[config.mk]
export PLATFORM = sky130hd
export DESIGN_NAME = hello_responder
export DESIGN_NICKNAME = d
export VERILOG_FILES = /design/src/rtl/hr_pkg.sv /design/src/rtl/hr_lfsr.sv /design/src/rtl/hr_slot_timer.sv /design/src/rtl/hello_responder.sv
export SDC_FILE = /design/constraint.sdc
export NUM_CORES = 1
export LEC_CHECK = 0
export BUFFER_PORTS_ARGS = -buffer_cell sky130_fd_sc_hd__buf_4
export CELL_PAD_IN_SITES_DETAIL_PLACEMENT = 1
export CELL_PAD_IN_SITES_GLOBAL_PLACEMENT = 1
export CORE_MARGIN = 4
export CORE_UTILIZATION = 39
export CTS_CLUSTER_DIAMETER = 150
export DETAILED_ROUTE_END_ITERATION = 6
export PLACE_DENSITY_LB_ADDON = 0.1
export SYNTH_ARGS = -nofsm -noshare
export SYNTH_HDL_FRONTEND = slang
export SYNTH_SLANG_ARGS = --single-unit
[constraint.sdc]
create_clock -name clk -period 5.5 [get_ports clk]
set_input_delay 0.55 -clock clk [delete_from_list [all_inputs] [get_ports clk]]
set_output_delay 0.55 -clock clk [all_outputs]
set_load 0.01 [all_outputs]
[src/rtl/hr_pkg.sv]
package hr_pkg;
  typedef enum logic [1:0] {
    ST_IDLE  = 2'd0,
    ST_WAIT  = 2'd1,
    ST_OFFER = 2'd2
  } hr_state_e;
endpackage

[src/rtl/hr_lfsr.sv]
module hr_lfsr #(
  parameter int          LFSR_W = 16,
  parameter logic [15:0] TAPS   = 16'hB400,
  parameter logic [15:0] SEED   = 16'hACE1,
  parameter int          OUT_W  = 7
) (
  input  logic             clk,
  input  logic             rst_n,
  output logic [OUT_W-1:0] rnd_o
);
  logic [LFSR_W-1:0] sr;

  always_ff @(posedge clk) begin
    if (!rst_n) sr <= SEED[LFSR_W-1:0];
    else if (sr[0]) sr <= (sr >> 1) ^ TAPS[LFSR_W-1:0];
    else sr <= sr >> 1;
  end

  assign rnd_o = sr[OUT_W-1:0];

  // the random source must never lock up at the all-zero state
  a_r3_lfsr_nonzero: assert property (@(posedge clk) disable iff (!rst_n)
    sr != '0);
endmodule

[src/rtl/hr_slot_timer.sv]
module hr_slot_timer #(
  parameter int TICK_DIV = 390625,
  parameter int RAND_W   = 7
) (
  input  logic              clk,
  input  logic              rst_n,
  input  logic              load_i,
  input  logic [RAND_W-1:0] slots_i,
  output logic              expired_o
);
  localparam int PRE_W = (TICK_DIV > 1) ? $clog2(TICK_DIV) : 1;
  localparam logic [PRE_W-1:0] PRE_LAST = PRE_W'(TICK_DIV - 1);

  logic [PRE_W-1:0]  pre;
  logic [RAND_W-1:0] slots;

  assign expired_o = (slots == '0);

  always_ff @(posedge clk) begin
    if (!rst_n) begin
      pre   <= '0;
      slots <= '0;
    end else if (load_i) begin
      pre   <= '0;
      slots <= slots_i;
    end else if (!expired_o) begin
      if (pre == PRE_LAST) begin
        pre   <= '0;
        slots <= slots - 1'b1;
      end else begin
        pre <= pre + 1'b1;
      end
    end
  end

  // the slot count only moves downward unless reloaded
  a_r3_slots_descend: assert property (@(posedge clk) disable iff (!rst_n)
    !load_i && !expired_o |=> slots <= $past(slots));
endmodule

[src/rtl/hello_responder.sv]
module hello_responder #(
  parameter int              ADDR_W    = 32,
  parameter int              CMD_W     = 8,
  parameter logic [CMD_W-1:0] CMD_HELLO = 8'h01,
  parameter logic [CMD_W-1:0] CMD_SHUT  = 8'h02,
  parameter logic [ADDR_W-1:0] OWN_ADDR = 32'h0000_A5C3,
  parameter int              TICK_DIV  = 390625,
  parameter int              RAND_W    = 7,
  parameter logic [15:0]     LFSR_SEED = 16'hACE1
) (
  input  logic              clk,
  input  logic              rst_n,
  input  logic              cmd_valid,
  input  logic [ADDR_W-1:0] cmd_dest,
  input  logic [CMD_W-1:0]  cmd_code,
  input  logic [ADDR_W-1:0] cmd_arg,
  input  logic              bus_busy,
  output logic              reply_valid,
  input  logic              reply_ready,
  output logic [ADDR_W-1:0] reply_dest
);
  import hr_pkg::*;

  hr_state_e         state;
  logic              silenced;
  logic [ADDR_W-1:0] host_addr;
  logic [RAND_W-1:0] rnd;
  logic              expired;
  logic              is_hello, is_shut, start;

  assign is_hello = cmd_valid && (cmd_dest == '0) && (cmd_code == CMD_HELLO);
  assign is_shut  = cmd_valid && (cmd_dest == OWN_ADDR) && (cmd_code == CMD_SHUT);
  assign start    = is_hello && !silenced && !is_shut && (state != ST_OFFER);

  hr_lfsr #(.LFSR_W(16), .TAPS(16'hB400), .SEED(LFSR_SEED), .OUT_W(RAND_W)) u_lfsr (
    .clk(clk), .rst_n(rst_n), .rnd_o(rnd)
  );

  hr_slot_timer #(.TICK_DIV(TICK_DIV), .RAND_W(RAND_W)) u_timer (
    .clk(clk), .rst_n(rst_n), .load_i(start), .slots_i(rnd), .expired_o(expired)
  );

  always_ff @(posedge clk) begin
    if (!rst_n) begin
      state     <= ST_IDLE;
      silenced  <= 1'b0;
      host_addr <= '0;
    end else begin
      if (is_shut) silenced <= 1'b1;
      case (state)
        ST_OFFER: if (reply_ready) state <= ST_IDLE;
        default: begin
          if (is_shut) begin
            state <= ST_IDLE;
          end else if (start) begin
            state     <= ST_WAIT;
            host_addr <= cmd_arg;
          end else if (state == ST_WAIT && expired && !bus_busy) begin
            state <= ST_OFFER;
          end
        end
      endcase
    end
  end

  assign reply_valid = (state == ST_OFFER);
  assign reply_dest  = host_addr;

  // request held under back-pressure
  a_r5_hold_valid: assert property (@(posedge clk) disable iff (!rst_n)
    reply_valid && !reply_ready |=> reply_valid);
  // destination stable while offered
  a_r5_hold_dest: assert property (@(posedge clk) disable iff (!rst_n)
    reply_valid && !reply_ready |=> $stable(reply_dest));
  // an offer begins only after an idle-bus cycle
  a_r4_idle_before_offer: assert property (@(posedge clk) disable iff (!rst_n)
    $rose(reply_valid) |-> !$past(bus_busy));
  // a silenced device never starts an offer
  a_r8_no_offer_silenced: assert property (@(posedge clk) disable iff (!rst_n)
    $rose(reply_valid) |-> !silenced);
  // the silence latch is sticky outside reset
  a_r10_sticky_silence: assert property (@(posedge clk) disable iff (!rst_n)
    silenced |=> silenced);
endmodule

# --- Word level (Yosys, flattened, before mapping) ---
# Cells that the tools add are included.
totals:
  regBits: 77
  in_bits: 77
  output_inout_bits: 33
  word_cells: 51
op_classes:
  n_addsub: 2
  n_eq_ne: 9
  n_mux: 10
  bitwise: 4
  reduce_logical: 20
op_table:
  columns: ["cell", "n"]
  rows:
  - ["$eq A32 B16 Y1 const B", 1]
  - ["$logic_not A32 Y1", 1]
  - ["$mux W7", 3]
  - ["$add A19 B1 Y19 const B", 1]
  - ["$eq A19 B19 Y1 const B", 1]
  - ["$mux W19", 1]
  - ["$mux W16", 1]
  - ["$mux W2", 5]
  - ["$logic_and A1 B1 Y1", 9]
  - ["$eq A8 B1 Y1 const B", 1]
  - ["$eq A8 B2 Y1 const B", 1]
  - ["$logic_not A7 Y1", 1]
  - ["$sub A7 B1 Y7 const B", 1]
  - ["$ne A2 B1 Y1 const B", 2]
  - ["$not A3 Y4", 1]
  - ["$reduce_and A2 Y1", 2]
  - ["$reduce_bool A4 Y1", 1]
  - ["$logic_not A1 Y1", 3]
  - ["$not A1 Y1", 3]
  - ["$reduce_and A3 Y1", 1]
  - ["$eq A2 B1 Y1 const B", 1]
  - ["$eq A2 B2 Y1 const B", 1]
  - ["$ne A2 B2 Y1 const B", 1]
  - ["$reduce_bool A2 Y1", 1]
  - ["$reduce_or A2 Y1", 1]

# --- Longest topological paths before layout ---
# Gate-level depths: netlist (run 1).
depth:
  depth_word: 9
  ltp_mapped: 9
  mapped_depth_nobuf: 7

# --- Hierarchy ---
# From an unflattened synthesis (run 1), not the netlist that was laid out.
unflattened:
  cells_unflattened: 403
  hier_area_um2: 3737.3
modules_own_cells:
  columns: ["module", "instances", "cells_per_inst", "area_per_inst_um2", "seq_area_each_um2"]
  rows:
  - ["hello_responder", 1, 190, 1791.7, 700.7]
  - ["hr_slot_timer", 1, 170, 1440.1, 520.5]
  - ["hr_lfsr", 1, 43, 505.5, 320.3]

# --- Worst setup path after synthesis (run 1) ---
# OpenSTA, ideal clock, no wires.
synth_timing:
  path_type: "input port to flip-flop"
  from: "in cmd_dest[18]"
  to: "reg u_timer.slots[0]"
  setup_ps: 119
  t_arrival_ps: 1982
  t_required_ps: 5381
  slack_ps: 3400
  stages: 7
  n_path_buf: 2
  cell_sequence: "nor4_1 > nand4_1 > or4_1 > buf_2 > buf_4 > o21ai_1 > a21oi_1"
synth_between:
  elab_chain_len: 8
  elab_cells_between_ends: 14
  cone_classes: "eq/ne: 2; mux: 1; reduce/logical: 11"
synth_lines:
  columns: ["element", "line", "text"]
  rows:
  - ["from (decl)", "hello_responder.sv:14", "input logic [ADDR_W-1:0] cmd_dest,"]
  - ["$eq A32 B16 Y1 / $logic_not A32 Y1 (equally long branches)", "hello_responder.sv:32, hello_responder.sv:31", null]
  - ["$logic_and A1 B1 Y1, on equally long branches (2 in series)", "hello_responder.sv:32, hello_responder.sv:31", null]
  - ["$logic_not A1 Y1 / $logic_and A1 B1 Y1 (equally long branches)", "hello_responder.sv:33", "assign start = is_hello && !silenced && !is_shut && (state != ST_OFFER);"]
  - ["$logic_and A1 B1 Y1 * (2 in series)", "hello_responder.sv:33", null]
  - ["$ne A2 B1 Y1 (no source line) / $reduce_bool A2 Y1 (equally long branches)", null, null]
  - ["$reduce_and A2 Y1 (no source line)", null, null]
  - ["to (signal assigned)", "hr_slot_timer.sv:25", "slots <= slots_i;"]
  - ["to (signal assigned)", "hr_slot_timer.sv:29", "slots <= slots - 1'b1;"]
  - ["to (decl)", "hr_slot_timer.sv:15", "logic [RAND_W-1:0] slots;"]
# Mark *: on every way between the ends. The rest lies on a longest branch, timed or not.
# A chain may end at the register's enable or synchronous reset.

# --- Final worst setup path (run 1) ---
layout_timing:
  from: "in cmd_dest[17]"
  to: "reg host_addr[29] (netlist: reply_dest[29])"
layout_between:
  elab_chain_len: 7
  elab_cells_between_ends: 12
  cone_classes: "eq/ne: 1; bitwise: 1; reduce/logical: 10"
layout_lines:
  columns: ["element", "line", "text"]
  rows:
  - ["$eq A32 B16 Y1 / $logic_not A32 Y1 (equally long branches)", "hello_responder.sv:32, hello_responder.sv:31", null]
  - ["$logic_and A1 B1 Y1, on equally long branches (2 in series)", "hello_responder.sv:32, hello_responder.sv:31", null]
  - ["$logic_not A1 Y1 / $logic_and A1 B1 Y1 (equally long branches)", "hello_responder.sv:33", null]
  - ["$logic_and A1 B1 Y1 (2 in series)", "hello_responder.sv:33", null]
  - ["$reduce_and A3 Y1 (no source line) *", null, null]
  - ["to (signal assigned)", "hello_responder.sv:57", "host_addr <= cmd_arg;"]
  - ["to (decl)", "hello_responder.sv:26", "logic [ADDR_W-1:0] host_addr;"]
# Marked as above.

==> results of run 1 <==
synth_stat cells (6+ instances only):
library cell / instances
a21boi_0: 26
a21boi_1: 6
a21oi_1: 7
and2_1: 11
buf_2: 6
clkbuf_1: 7
dfxtp_1: 77
nand2_1: 77
nand2b_1: 6
nand3_1: 8
nand4_1: 8
nor2_1: 23
nor3_1: 9
nor4_1: 12
xnor2_1: 20
final cells by class:
cell class,instances,area share
multi-input cells,264,0.365
flip-flops and latches,77,0.354
repair buffers,111,0.191
well taps,105,0.0301
clock buffers,10,0.0293
clock inverters,6,0.0250
inverters,6,0.00517
worst paths after layout:
check             slack, ps             end  cells after the start
hold / removal          410    u_lfsr.sr[7]                      1
hold reg to reg         410    u_lfsr.sr[7]                      1
setup reg to reg       3150  reply_dest[29]                      6
setup / recovery       2930  reply_dest[29]                      7
through the flow:
stage / hold WS (ps) / utilization / power, mW
3_5_place_dp: 397 / 0.504 / 0.647
2_1_floorplan: 386 / - / 0.600
6_report: 411 / 0.533 / 1.14
3_3_place_gp: 388 / 0.504 / 0.646
4_1_cts: 412 / 0.533 / 1.16
5_1_grt: 426 / 0.533 / 1.19
sequential cells by signal, indices dropped and copies added (netlist names):
| register | count |
|---|---|
| u_lfsr.sr | 16 |
| reply_dest | 32 |
| u_timer.slots | 7 |
| state | 2 |
| u_timer.pre | 19 |
| silenced | 1 |
worst reg2reg max path: stages, from the launching register on:
cell	delay (ps)
dfxtp_1	330
nor4_1	270
nand3_1	240
or4_1	800
buf_4	370
nand2_1	120
a21boi_0	100
cell families (layout without fill, tap and decap cells):
| kind of cell | count (synthesis) | count (layout) | share of synthesized area |
|---|---|---|---|
| AO/OA/AOI/OAI | 58 | 58 | 0.122 |
| flip-flops | 77 | 77 | 0.474 |
| AND/OR/NAND/NOR | 179 | 179 | 0.288 |
| XOR/XNOR | 23 | 23 | 0.0620 |
| multiplexers | 1 | 1 | 0.00347 |
| adder cells (fa/ha/maj) | 3 | 3 | 0.0116 |
| buffers and inverters | 24 | 133 | 0.0381 |
per-layer routing:
metal | up-vias | GRT usage | wire length (um)
met5 | - | 0 | 0
met4 | 0 | 0.0662 | 165
met3 | 15 | 0.0428 | 452
met2 | 62 | 0.334 | 4650
met1 | 1399 | 0.215 | 3550
li1 | 1452 | - | -
power by group:
part / total (mW) / internal (mW) / switching, mW / leakage (nW)
clock network: 0.510 / 0.302 / 0.208 / 0.121
registers: 0.568 / 0.565 / 0.00333 / 0.624
logic: 0.0653 / 0.0442 / 0.0211 / 0.912
total: 1.14 / 0.911 / 0.232 / 1.66
==> reports/qor.csv, run 1 <==
metric;value;unit
ys_seq_area_frac;0.474;
r2r_start;silenced;
ys.flop_type;dfxtp_1;
area_growth;34.1;%
synth_area;3250;um2
fill_cells;982;
rows;33;
ys_warn_count;0;
slew_headroom;0.559;
synthDistinctLibCells;51;
hold_class;reg2reg;
power_density;262;nW/um2
worstHoldStart;u_lfsr.sr[8];
async_flop_share;0;
layout-drive-gt1-share;0.300;
ctsResizeCount;0;
status;complete, no violations;
drtPass1Iterations;4;
end_kind;flop;
path_clk_slew;80;ps
cp.required;5710;ps
crit_path_frequent_cell;buf_4;
grt_start_max_net_pins;61;
cts_root_buffer;clkbuf_8;
numPortBuffers;109;
critPathMaxFanout;26;
synth_top_cell_by_area;dfxtp_1;
ff_latch_area;1540;um2
cts_sinks;77;
final_cell_mix;111 x buf_4, 77 x nand2_1, 77 x dfxtp_1;
wirelength;8820;um
grt_pass1_vias;3090;
placed_cell_area;4120;um2
crit_path_start;cmd_dest[17];
core;8180;um2
vdd_drop_max;0.000132;V
antenna_cells;0;
finalHoldViolCount;0;
finalSetupViolCount;0;
start_util;0.397;
place.gp.congestion;0.755;
finalNonFillerCells;579;
layout_commonest_cell;buf_4;
cts_setup_buffers;0;
rsz0062_at_grt;false;
syn_avg_cell_area;8.90;um2
cts_tree;built;
nNetsFinal;549;
maxSlewViolCount;0;
synth.area.top_cells;dfxtp_1 47%, nand2_1 8.9%, a21boi_0 6.0%;
start_kind;primary input;
grt_antenna_before_repair;0;
synth_edf_count;0;
multi_input_area;1590;um2
netlist_instances;365;
avgViaCountPerCell;5.06;
p_leak;1.66;nW
die-area;9860;um2
yosys.area.top_type_share;0.474;
ys_seq_elements;77;
ios;110;
cp_slowest_cell;or4_1;
die_w;99.3;um
worst_slack;2930;ps
place_ws;2550;ps
final_area;4360;um2
period_minus_slack;2570;ps
drc_errors;0;
cpPeakStageDelay;920;ps
setup-tns-final;0;ps
worstMarginPinSlew;661;ps
critical_path_arrival;2780;ps
num_vias;2928;
crit_type;in2reg;
clk_latency;350;ps
postCtsHoldBufs;0;
overflow;0;
synth.net_count;445;
cts_buffer_depth;2;
chipHeight;99.3;um
cts_buffers;9;
dp_hpwl;6620;um
cts.htree.levels;3;
fin_crit_sh;0.467;
postRouteAntennaNets;0;
path_cells;buf_4 -> nor4_1 -> nand4_1 -> or4_1 -> buf_4 -> nand2_1 -> a21boi_0;
skew;16.4;ps
critPathTopFamily;simple AND/OR/NAND/NOR gates;
detail_route.wl_per_cell;15.2;um
dp.cells;563;
maxCapViolCount;0;
grt_first_pass_wirelength;14800;um
dr.first_iter.drc_count;60;
grt_usage;0.186;
critPathBufInv;2;
fmax;389;MHz
Power figures use the tool's default switching activity.
==> inputs of run 2 (changes only) <==
Settings changed: CORE_UTILIZATION 39 to 33.
Clock period 5.5 ns to 2.3 ns, I/O delays scaled along.
==> run 2 against run 1 <==
Compared with the run above: routed wire length increased by 0.53%; final cell count increased by 5.0%; register-to-register slack got worse by 2900 ps; largest power group unchanged; highest routed layer unchanged.
==> reports/qor.csv, run 2 (synthesis results as in run 1) <==
metric;value;unit;change
cts_root_buffer;clkbuf_8;;
start_util;0.345;;-0.0523
drc_errors;0;;unchanged
grt_first_pass_wirelength;15000;um;+1.6%
postCtsHoldBufs;0;;unchanged
dr.first_iter.drc_count;50;;-17%
cts_buffer_depth;2;;unchanged
placed_cell_area;4200;um2;+1.9%
vdd_drop_max;0.000260;V;+98%
cp_slowest_cell;or4b_4;;
p_leak;1.65;nW;-0.55%
maxCapViolCount;0;;unchanged
final_cell_mix;115 x buf_4, 77 x nand2_1, 77 x dfxtp_1;;
critPathTopFamily;simple AND/OR/NAND/NOR gates;;
die_w;107;um;+8.0%
finalHoldViolCount;0;;unchanged
critPathMaxFanout;6;;-77%
path_clk_slew;90;ps;about the same
fin_crit_sh;0.894;;
grt_usage;0.164;;-0.0219
slew_headroom;0.658;;+0.0988
wirelength;8860;um;+0.53%
chipHeight;107;um;+8.0%
end_kind;flop;;
avgViaCountPerCell;4.81;;-5.0%
antenna_cells;0;;unchanged
ios;110;;unchanged
status;complete, no violations;;
cts_tree;built;;
cts.htree.levels;3;;unchanged
finalSetupViolCount;0;;unchanged
crit_type;reg2reg;;
worst_slack;244;ps;-2690 ps
grt_pass1_vias;3119;;+0.94%
cp.required;2540;ps;-3170 ps
largest_register_ffs;32;;unchanged
cts_sinks;77;;unchanged
layout-drive-gt1-share;0.311;;+0.0115
detail_route.wl_per_cell;14.6;um;-4.3%
setup-tns-final;0;ps;unchanged
die-area;11500;um2;+17%
cts_buffers;9;;unchanged
skew;11.6;ps;-4.75 ps
final_area;4380;um2;+0.55%
overflow;0;;unchanged
rows;35;;+6.1%
final_util;0.465;;-0.0677
clk_latency;350;ps;about the same
maxSlewViolCount;0;;unchanged
rsz0062_at_grt;false;;
hold_class;in2reg;;
critPathBufInv;1;;-1
fmax;486;MHz;
grt_antenna_before_repair;0;;unchanged
place.gp.congestion;0.733;;-3.0%
dp_hpwl;6710;um;+1.4%
critical_path_arrival;2300;ps;-480 ps
path_cells;inv_1 -> ha_1 -> or4b_4 -> or2_2 -> o31ai_1 -> o21ai_0 -> and2_1;;
nNetsFinal;554;;+0.91%
grt_start_max_net_pins;61;;unchanged
num_vias;2922;;-0.20%
drtPass1Iterations;4;;unchanged
place_ws;26.8;ps;-2520 ps
postRouteAntennaNets;0;;unchanged
worstMarginPinSlew;513;ps;-148 ps
numPortBuffers;109;;unchanged
start_kind;flop;;
period_minus_slack;2060;ps;
layout_commonest_cell;buf_4;;
area_growth;34.8;%;
core;9420;um2;+15%
power_density;555;nW/um2;+110%
cpPeakStageDelay;530;ps;-390 ps
==> run 2: cell count changes in the layout (fill, tap and decap cells not counted), sizes merged <==
cell,previous run,this run
clkinvlp,0,2
bufinv,3,0
clkinv,2,4
inv,7,6
buf,111,116
==> run 2: timing repair <==
item,in CTS,in global routing
setup endpoints to repair,0,1
buffers inserted,0,0
resized for setup,0,1
hold endpoints to repair,0,0
==> run 2: power by group <==
part / switching, mW / internal (mW) / total, mW
Sequential: 0.00798 / 1.35 / 1.36
Combinational: 0.0491 / 0.106 / 0.155
Clock: 0.500 / 0.417 / 0.917
Total: 0.557 / 1.87 / 2.43
==> run 2: metrics by stage <==
stage	instances	hold slack (ps)	power, mW
final	608	130	2.43
after floorplan	365	365	1.43
after CTS	608	112	2.48
after global placement	592	390	1.54
after detailed placement	592	394	1.55
after global routing	608	124	2.54
==> run 2: worst reg2reg max path: cells and delay by family (launching register included) <==
family / cells / cell delay [ps]
simple gates: 3 / 1050
compound gates: 2 / 310
flops: 1 / 340
buf+inv: 1 / 60
fa+ha+maj: 1 / 180
==> run 2: path summary, 6_finish.rpt <==
check,startpoint,endpoint,slack [ps],depth (start not counted)
min reg2reg,u_lfsr.sr[7],u_lfsr.sr[6],410,1
min,cmd_arg[20],reply_dest[20],130,3
max,u_timer.slots[0],state[0],240,7
max reg2reg,u_timer.slots[0],state[0],240,7
==> run 2: per-layer routing <==
metal / up-vias / share of wire / GRT usage
met1: 1396 / 0.43 / 0.196
met4: 0 / 0.018 / 0.0694
li1: 1458 / - / -
met2: 55 / 0.50 / 0.284
met5: - / 0 / 0
met3: 13 / 0.044 / 0.0337
==> run 2: final cells by class <==
| type | count | area, um2 |
|---|---|---|
| tap | 129 | 161 |
| timing repair buffer | 116 | 883 |
| fill | 1127 | 5030 |
| sequential | 77 | 1540 |
| multi-input combinational | 264 | 1600 |
| clock buffer | 10 | 138 |
| clock inverter | 6 | 38.8 |
| inverter | 6 | 22.5 |
